===== src/rtl/muxbus_pkg.sv =====
package muxbus_pkg;

  typedef enum logic [1:0] {
    ST_IDLE = 2'd0,
    ST_ADDR = 2'd1,
    ST_DATA = 2'd2
  } seqState_t;

  // strobes from the sequencer control to the datapath
  typedef struct packed {
    logic load;      // latch request fields
    logic drvAddr;   // address phase: address on the pins
    logic drvData;   // data phase
    logic capture;   // sample read data this cycle
    logic done;      // completion pulse
  } dpCtl_t;

endpackage


===== src/rtl/muxbus_ctrl.sv =====
module muxbus_ctrl
  import muxbus_pkg::*;
#(
  parameter int WAIT_W = 3,
  parameter int CNT_W  = 4
) (
  input  logic              clk,
  input  logic              rstN,
  input  logic              reqValid,
  input  logic              reqWrite,
  input  logic              cfgAddr3,
  input  logic              cfgData3,
  input  logic [WAIT_W-1:0] cfgWaits,
  input  logic              cfgStrbEarly,
  output dpCtl_t            ctl,
  output logic              chipSel,
  output logic              aleStrb,
  output logic              rdStrb,
  output logic              wrStrb
);

  seqState_t        state;
  logic [CNT_W-1:0] cnt;
  logic [CNT_W-1:0] addrLast;
  logic [CNT_W-1:0] dataLast;
  logic             wrLat;
  logic             earlyLat;
  logic             doneQ;
  logic             lastData;
  logic             lastAddr;
  logic             strobeOn;

  assign lastAddr = (state == ST_ADDR) && (cnt == addrLast);
  assign lastData = (state == ST_DATA) && (cnt == dataLast);

  always_ff @(posedge clk) begin
    if (!rstN) begin
      state    <= ST_IDLE;
      cnt      <= '0;
      addrLast <= '0;
      dataLast <= '0;
      wrLat    <= 1'b0;
      earlyLat <= 1'b0;
      doneQ    <= 1'b0;
    end else begin
      doneQ <= lastData;
      unique case (state)
        ST_IDLE: begin
          if (reqValid) begin
            state    <= ST_ADDR;
            cnt      <= '0;
            addrLast <= cfgAddr3 ? CNT_W'(2) : CNT_W'(1);
            dataLast <= cfgData3 ? (CNT_W'(2) + CNT_W'(cfgWaits)) : CNT_W'(1);
            wrLat    <= reqWrite;
            earlyLat <= cfgStrbEarly;
          end
        end
        ST_ADDR: begin
          if (lastAddr) begin
            state <= ST_DATA;
            cnt   <= '0;
          end else begin
            cnt <= cnt + CNT_W'(1);
          end
        end
        ST_DATA: begin
          if (lastData) begin
            state <= ST_IDLE;
            cnt   <= '0;
          end else begin
            cnt <= cnt + CNT_W'(1);
          end
        end
        default: state <= ST_IDLE;
      endcase
    end
  end

  assign strobeOn = (state == ST_DATA) && (earlyLat || (cnt != '0));

  always_comb begin
    ctl         = '0;
    ctl.load    = (state == ST_IDLE) && reqValid;
    ctl.drvAddr = (state == ST_ADDR);
    ctl.drvData = (state == ST_DATA);
    ctl.capture = lastData && !wrLat;
    ctl.done    = doneQ;
  end

  assign chipSel = (state != ST_IDLE);
  assign aleStrb = (state == ST_ADDR) && !lastAddr;
  assign rdStrb  = strobeOn && !wrLat;
  assign wrStrb  = strobeOn && wrLat;

endmodule


===== src/rtl/muxbus_dpath.sv =====
module muxbus_dpath
  import muxbus_pkg::*;
#(
  parameter int ADDR_W = 16,
  parameter int DATA_W = 16,
  parameter int BUS_W  = 16,
  parameter int BE_W   = 2
) (
  input  logic              clk,
  input  logic              rstN,
  input  dpCtl_t            ctl,
  input  logic [ADDR_W-1:0] reqAddr,
  input  logic [DATA_W-1:0] reqWdata,
  input  logic [BE_W-1:0]   reqByteEn,
  input  logic              reqWrite,
  input  logic [BUS_W-1:0]  busIn,
  output logic [BUS_W-1:0]  busOut,
  output logic              busOe,
  output logic [BE_W-1:0]   byteEn,
  output logic [DATA_W-1:0] rdData,
  output logic              done
);

  logic [ADDR_W-1:0] addrQ;
  logic [DATA_W-1:0] wdataQ;
  logic [BE_W-1:0]   beQ;
  logic              wrQ;
  logic [DATA_W-1:0] rdQ;

  always_ff @(posedge clk) begin
    if (!rstN) begin
      addrQ  <= '0;
      wdataQ <= '0;
      beQ    <= '0;
      wrQ    <= 1'b0;
      rdQ    <= '0;
    end else begin
      if (ctl.load) begin
        addrQ  <= reqAddr;
        wdataQ <= reqWdata;
        beQ    <= reqByteEn;
        wrQ    <= reqWrite;
      end
      if (ctl.capture) rdQ <= busIn[DATA_W-1:0];
    end
  end

  always_comb begin
    if (ctl.drvAddr)              busOut = BUS_W'(addrQ);
    else if (ctl.drvData && wrQ)  busOut = BUS_W'(wdataQ);
    else                          busOut = '0;
  end

  assign busOe  = ctl.drvAddr || (ctl.drvData && wrQ);
  assign byteEn = ctl.drvData ? beQ : '0;
  assign rdData = rdQ;
  assign done   = ctl.done;

endmodule


===== src/rtl/muxbus_seq.sv =====
module muxbus_seq
  import muxbus_pkg::*;
#(
  parameter int ADDR_W = 16,
  parameter int DATA_W = 16,
  parameter int WAIT_W = 3,
  localparam int BUS_W = (ADDR_W > DATA_W) ? ADDR_W : DATA_W,
  localparam int BE_W  = DATA_W / 8,
  localparam int CNT_W = $clog2((2 ** WAIT_W) + 3)
) (
  input  logic              clk,
  input  logic              rstN,
  input  logic              reqValid,
  input  logic              reqWrite,
  input  logic [ADDR_W-1:0] reqAddr,
  input  logic [DATA_W-1:0] reqWdata,
  input  logic [BE_W-1:0]   reqByteEn,
  input  logic              cfgAddr3,
  input  logic              cfgData3,
  input  logic [WAIT_W-1:0] cfgWaits,
  input  logic              cfgStrbEarly,
  input  logic [BUS_W-1:0]  busIn,
  output logic [BUS_W-1:0]  busOut,
  output logic              busOe,
  output logic              aleStrb,
  output logic              chipSel,
  output logic              rdStrb,
  output logic              wrStrb,
  output logic [BE_W-1:0]   byteEn,
  output logic              done,
  output logic [DATA_W-1:0] rdData
);

  dpCtl_t ctl;

  muxbus_ctrl #(
    .WAIT_W(WAIT_W),
    .CNT_W (CNT_W)
  ) uCtrl (
    .clk         (clk),
    .rstN        (rstN),
    .reqValid    (reqValid),
    .reqWrite    (reqWrite),
    .cfgAddr3    (cfgAddr3),
    .cfgData3    (cfgData3),
    .cfgWaits    (cfgWaits),
    .cfgStrbEarly(cfgStrbEarly),
    .ctl         (ctl),
    .chipSel     (chipSel),
    .aleStrb     (aleStrb),
    .rdStrb      (rdStrb),
    .wrStrb      (wrStrb)
  );

  muxbus_dpath #(
    .ADDR_W(ADDR_W),
    .DATA_W(DATA_W),
    .BUS_W (BUS_W),
    .BE_W  (BE_W)
  ) uDpath (
    .clk      (clk),
    .rstN     (rstN),
    .ctl      (ctl),
    .reqAddr  (reqAddr),
    .reqWdata (reqWdata),
    .reqByteEn(reqByteEn),
    .reqWrite (reqWrite),
    .busIn    (busIn),
    .busOut   (busOut),
    .busOe    (busOe),
    .byteEn   (byteEn),
    .rdData   (rdData),
    .done     (done)
  );

endmodule


===== config.mk =====
export PLATFORM = sky130hd
export DESIGN_NAME = muxbus_seq
export DESIGN_NICKNAME = d
export VERILOG_FILES = /design/src/rtl/muxbus_pkg.sv /design/src/rtl/muxbus_ctrl.sv /design/src/rtl/muxbus_dpath.sv /design/src/rtl/muxbus_seq.sv
export SDC_FILE = /design/constraint.sdc
export NUM_CORES = 1
export LEC_CHECK = 0
export BUFFER_PORTS_ARGS = -buffer_cell sky130_fd_sc_hd__buf_2
export CAP_MARGIN = 20
export CORE_ASPECT_RATIO = 1.2
export CORE_MARGIN = 2
export CORE_UTILIZATION = 45
export CTS_CLUSTER_SIZE = 14
export DETAILED_ROUTE_END_ITERATION = 8
export PLACE_DENSITY = 0.76
export SLEW_MARGIN = 20
export SYNTH_ARGS = -nofsm -noshare
export SYNTH_HDL_FRONTEND = slang
export SYNTH_SLANG_ARGS = --single-unit
export TNS_END_PERCENT = 1

===== constraint.sdc =====
create_clock -name clk -period 3.8 [get_ports clk]
set_input_delay 0.76 -clock clk [delete_from_list [all_inputs] [get_ports clk]]
set_output_delay 0.76 -clock clk [all_outputs]
set_load 0.1 [all_outputs]

# Word-level counts from Yosys, hierarchy flattened

Cells that the tools add are included.
Widths: inputs -> output; s select.

Bits in registers: 68
Memories: 0
Memory bits (read-only): 0
Word-level logic and storage cells: 54
Memory bits (writable): 0
Bits in latches: 0
Output and inout port bits: 40

Muxes and demuxes: 13
Eq/ne operators: 7
Multipliers: 0
Reductions and logical operators: 20
Bitwise gates (word level): 0
Divide/modulo/power cells: 0
Add/subtract/negate cells: 2
Magnitude comparators: 0
Shift-type cells: 0

Operators with widths:

| kind                | number |
|---|---|
| $mux 16             | 2 |
| $mux 4              | 4 |
| $pmux 4 s3          | 1 |
| $mux 2              | 5 |
| $logic_and 1x1->1   | 9 |
| $eq 4x4->1          | 2 |
| $ne 2x2->1 const B  | 3 |
| $pmux 2 s3          | 1 |
| $add 2x3->4 const A | 1 |
| $add 4x1->4 const B | 1 |
| $reduce_and 2->1    | 2 |
| $reduce_bool 4->1   | 1 |
| $reduce_and 3->1    | 1 |
| $reduce_bool 3->1   | 1 |
| $eq 2x1->1 const B  | 1 |
| $eq 2x2->1 const B  | 1 |
| $logic_not 1->1     | 2 |
| $logic_not 2->1     | 1 |
| $logic_or 1x1->1    | 2 |
| $reduce_bool 2->1   | 1 |

# Logic depth before layout (Yosys ltp)

Depth in word-level cells: 4
Mapped depth: 7
Depth with buffers taken out: 6

# By module

A second synthesis with hierarchy kept.

Cells, all modules: 323
Area total of the unflattened synthesis: 3151.8 um^2

By module, submodules not included:

| module       | area each (um^2) | cells each | instances |
|---|---|---|---|
| muxbus_dpath | 2258.4           | 223        | 1 |
| muxbus_ctrl  | 893.4            | 100        | 1 |

# Least setup slack after synthesis

No wires, ideal clock.

Path type: register to output
Start: register uCtrl.state[1]
End: output busOut[10]
Stages on the path, launching flop included: 7
Required time: 3.040 ns
Slack: 0.363 ns
Data arrival time: 2.677 ns
Cell sequence: dfxtp_1 -> inv_1 -> ha_1 -> clkbuf_1 -> a21oi_1 -> clkbuf_1 -> nor2_1

Longest elaborated chain between the ends: 4

RTL lines:

| element                | RTL line           | source |
|---|---|---|
| from (decl)            | muxbus_ctrl.sv:22  | `seqState_t state;` |
| from (signal assigned) | muxbus_ctrl.sv:38  | `state <= ST_IDLE;` |
| from (signal assigned) | muxbus_ctrl.sv:50  | `state <= ST_ADDR;` |
| from (signal assigned) | muxbus_ctrl.sv:60  | `state <= ST_DATA;` |
| $eq 2x2->1             | muxbus_ctrl.sv:85  | `ctl.drvData = (state == ST_DATA);` |
| $logic_and 1x1->1      | muxbus_dpath.sv:50 | `else if (ctl.drvData && wrQ) busOut = BUS_W'(wdataQ);` |
| $mux 16                | muxbus_dpath.sv:50 |  |
| $mux 16 *              | muxbus_dpath.sv:49 | `if (ctl.drvAddr) busOut = BUS_W'(addrQ);` |
| to (decl)              | muxbus_seq.sv:23   | `output logic [BUS_W-1:0] busOut,` |

Mark *: on every way between the ends. The rest lies on a longest branch, timed or not.

# Final worst setup path

Start: register uCtrl.wrLat
End: output wrStrb

Longest elaborated chain between the ends: 1

RTL lines:

| element                | RTL line          | source |
|---|---|---|
| from (decl)            | muxbus_ctrl.sv:26 | `logic wrLat;` |
| from (signal assigned) | muxbus_ctrl.sv:54 | `wrLat <= reqWrite;` |
| $logic_and 1x1->1      | muxbus_ctrl.sv:93 | `assign wrStrb = strobeOn && wrLat;` |
| to (decl)              | muxbus_seq.sv:28  | `output logic wrStrb,` |

No other way between the ends.

==> impl_metrics.ini <==
[synthesis]
syn_nets = 431
avgSynthCellArea_sq_um = 8.07
syn_inst = 363
synthFlopType = dfxtp_1
synth_edf_count = 0
ys_seq_elements = 65
synth_area_leader_cell = dfxtp_1
syn_area_sq_um = 2930
synth_common_cells = nand2_1, dfxtp_1, a21oi_1, clkbuf_1, nor2_1
seq_area_frac_synth_pct = 44.4
synth_most_common_cell = nand2_1
synth_top_cell_area_share_pct = 44.4
async_flop_share_pct = 0
synth_area_leaders = dfxtp_1, nand2_1, a21oi_1
yosys.cell_types.count = 33
ys_warn_count = 0

[critical_path]
path_delay_family = buffers and inverters
cp_cell_sequence = clkinv_1, nor2_1, buf_2
crit_type = reg2out
arrival_ns = 2.40
end_kind = output pin
worst-path-buf-inv = 2
cpPeakStageDelay_ns = 0.76
slowest_stage = dfxtp_1
cp-start-kind = register
cp.required_ns = 3.04
crit_fanout = 20

[final_layout]
area.growth.synth_to_final_pct = 25.6
fill_cells = 603
drive_gt1_share_pct = 27.6
stdcell_count = 541
antenna_cells = 0
fin_nets = 519

[drt]
viasPerCell = 5.30
drt_pass1_iterations = 4
wl_per_cell_um = 13.1
ant_nets = 0
num_vias = 2869
drcViolationCount = 0
drt-initial-drc-count = 146
totalWireLength_mm = 7.09

[clocking]
cts_buffers = 9
h-tree-depth = 3
clock-sinks = 65
cts_tree = built
cts_resized = 0
clkSlewWorstSetupHoldPaths_ns = 0.07
root_buffer = clkbuf_8
clockBufferDepth = 2
cts_setup_buffers = 0
cts_hold_buf = 0
insertion_delay_ns = 0.35

[grt]
grt_pass1_wl_mm = 11.7
grt_use_total_pct = 20.4
grt_overflow = 0
grt_pass1_vias = 2685
antenna_found_initial = 0
grt_max_degree = 43

[timing]
finalHoldViolCount = 0
rsz0062_at_grt = false
slew_headroom_pct = 51.0
setup_viol = 0
worst_slew_pin_slew_ns = 0.732
clock_skew_ns = 0.0129
fin_crit_ns = 3.16
setup_tns_ns = 0
final_max_slew_viol_count = 0
period_share_pct = 83.2
fmax_mhz = 316

[place]
io_buffers = 99
place_hpwl_mm = 4.86
place_inst = 525
gp_congestion = 0.844

[die]
pin_count = 100
coreArea_sq_um = 6370
start_util_pct = 46.0
num_rows = 32
fp.dieH_um = 92.4
dieArea_sq_um = 7170
die-width_um = 77.6

[power]
p_per_area_nw_per_um2 = 687
irDropWorstVdd_mv = 0.434
leakagePower_nw = 1.57

[worst_hold_path]
hp-class = reg2reg

[status]
status = complete, no violations

[job]
cap_violations = 0
-- worst register-to-register path, stage by stage (launching register included) --
cell	delay, ns
dfxtp_1	0.39
inv_1	0.10
ha_1	0.21
buf_4	0.21
inv_1	0.45
a41oi_1	0.24
or3_4	0.44
mux2i_1	0.13
-- metrics by stage --
stage	hold WS [ns]	util (%)	power [mW]	setup WS [ns]	area [sq um]
after floorplan	0.432	-	1.73	0.363	2930
after global placement	0.439	54.5	1.92	1.06	3470
after detailed placement	0.446	54.5	1.94	1.06	3470
after CTS	0.456	57.7	2.54	0.673	3670
after global routing	0.467	57.7	2.66	0.478	3680
final	0.453	57.7	2.52	0.638	3680
-- kinds of logic (layout without fill, tap and decap cells) --
family | after synthesis | in the layout | synth area share, %
AND/OR/NAND/NOR | 139 | 139 | 20.9
AO/OA/AOI/OAI | 89 | 89 | 18.1
flip-flops | 65 | 65 | 44.4
buffers and inverters | 38 | 131 | 4.96
multiplexers | 18 | 18 | 6.15
adder cells (fa/ha/maj) | 8 | 8 | 3.42
XOR/XNOR | 6 | 6 | 2.05
-- layout make-up --
class,instances,area (sq um),share of cell area (%)
clock buffer,12,155,4.22
clock inverter,4,51.3,1.40
inverter,10,37.5,1.02
multi-input combinational,260,1480,40.4
sequential,65,1300,35.4
tap,85,106,2.89
timing repair buffer,105,541,14.7
-- layout by cell type (no fill, tap or decap), types with 6 or more instances in the layout --
cell	count
a21oi_1	60
buf_2	99
buf_4	6
clkbuf_8	11
dfxtp_1	65
ha_1	8
inv_1	7
mux2i_1	18
nand2_1	83
nand4_1	17
nor2_1	21
o31ai_1	16
-- per-layer routing --
metal | track usage, % | up-vias | share of wire, %
met3 | 4.48 | 11 | 6.4
li1 | - | 1430 | -
met5 | 0 | - | 0
met4 | 10.1 | 0 | 1.8
met2 | 35.6 | 98 | 51
met1 | 23.2 | 1330 | 41
-- worst paths after layout --
| kind | startpoint | endpoint | slack (ns) | depth (start not counted) |
|---|---|---|---|---|
| min | uDpath.beQ[1] | uDpath.beQ[1] | 0.45 | 2 |
| max reg2reg | uCtrl.state[0] | uCtrl.state[1] | 1.53 | 7 |
| max | uCtrl.wrLat | wrStrb | 0.64 | 3 |
| min reg2reg | uDpath.beQ[1] | uDpath.beQ[1] | 0.45 | 2 |
-- where the power goes --
part | switching [mW] | internal, mW | total (mW)
clock network | 0.262 | 0.339 | 0.601
registers | 0.0656 | 0.785 | 0.850
logic | 0.818 | 0.255 | 1.07
-- state kept, by name, summed over array words and instances, names as in the netlist --
name            count
uCtrl.wrLat         1
uDpath.beQ          2
uDpath.wdataQ      16
uCtrl.cnt           4
uCtrl.addrLast      2
uCtrl.doneQ         1
uCtrl.state         2
uCtrl.dataLast      4
uDpath.addrQ       16
uDpath.rdData      16
uCtrl.earlyLat      1
Note: power is estimated with default switching activity, not from simulation.
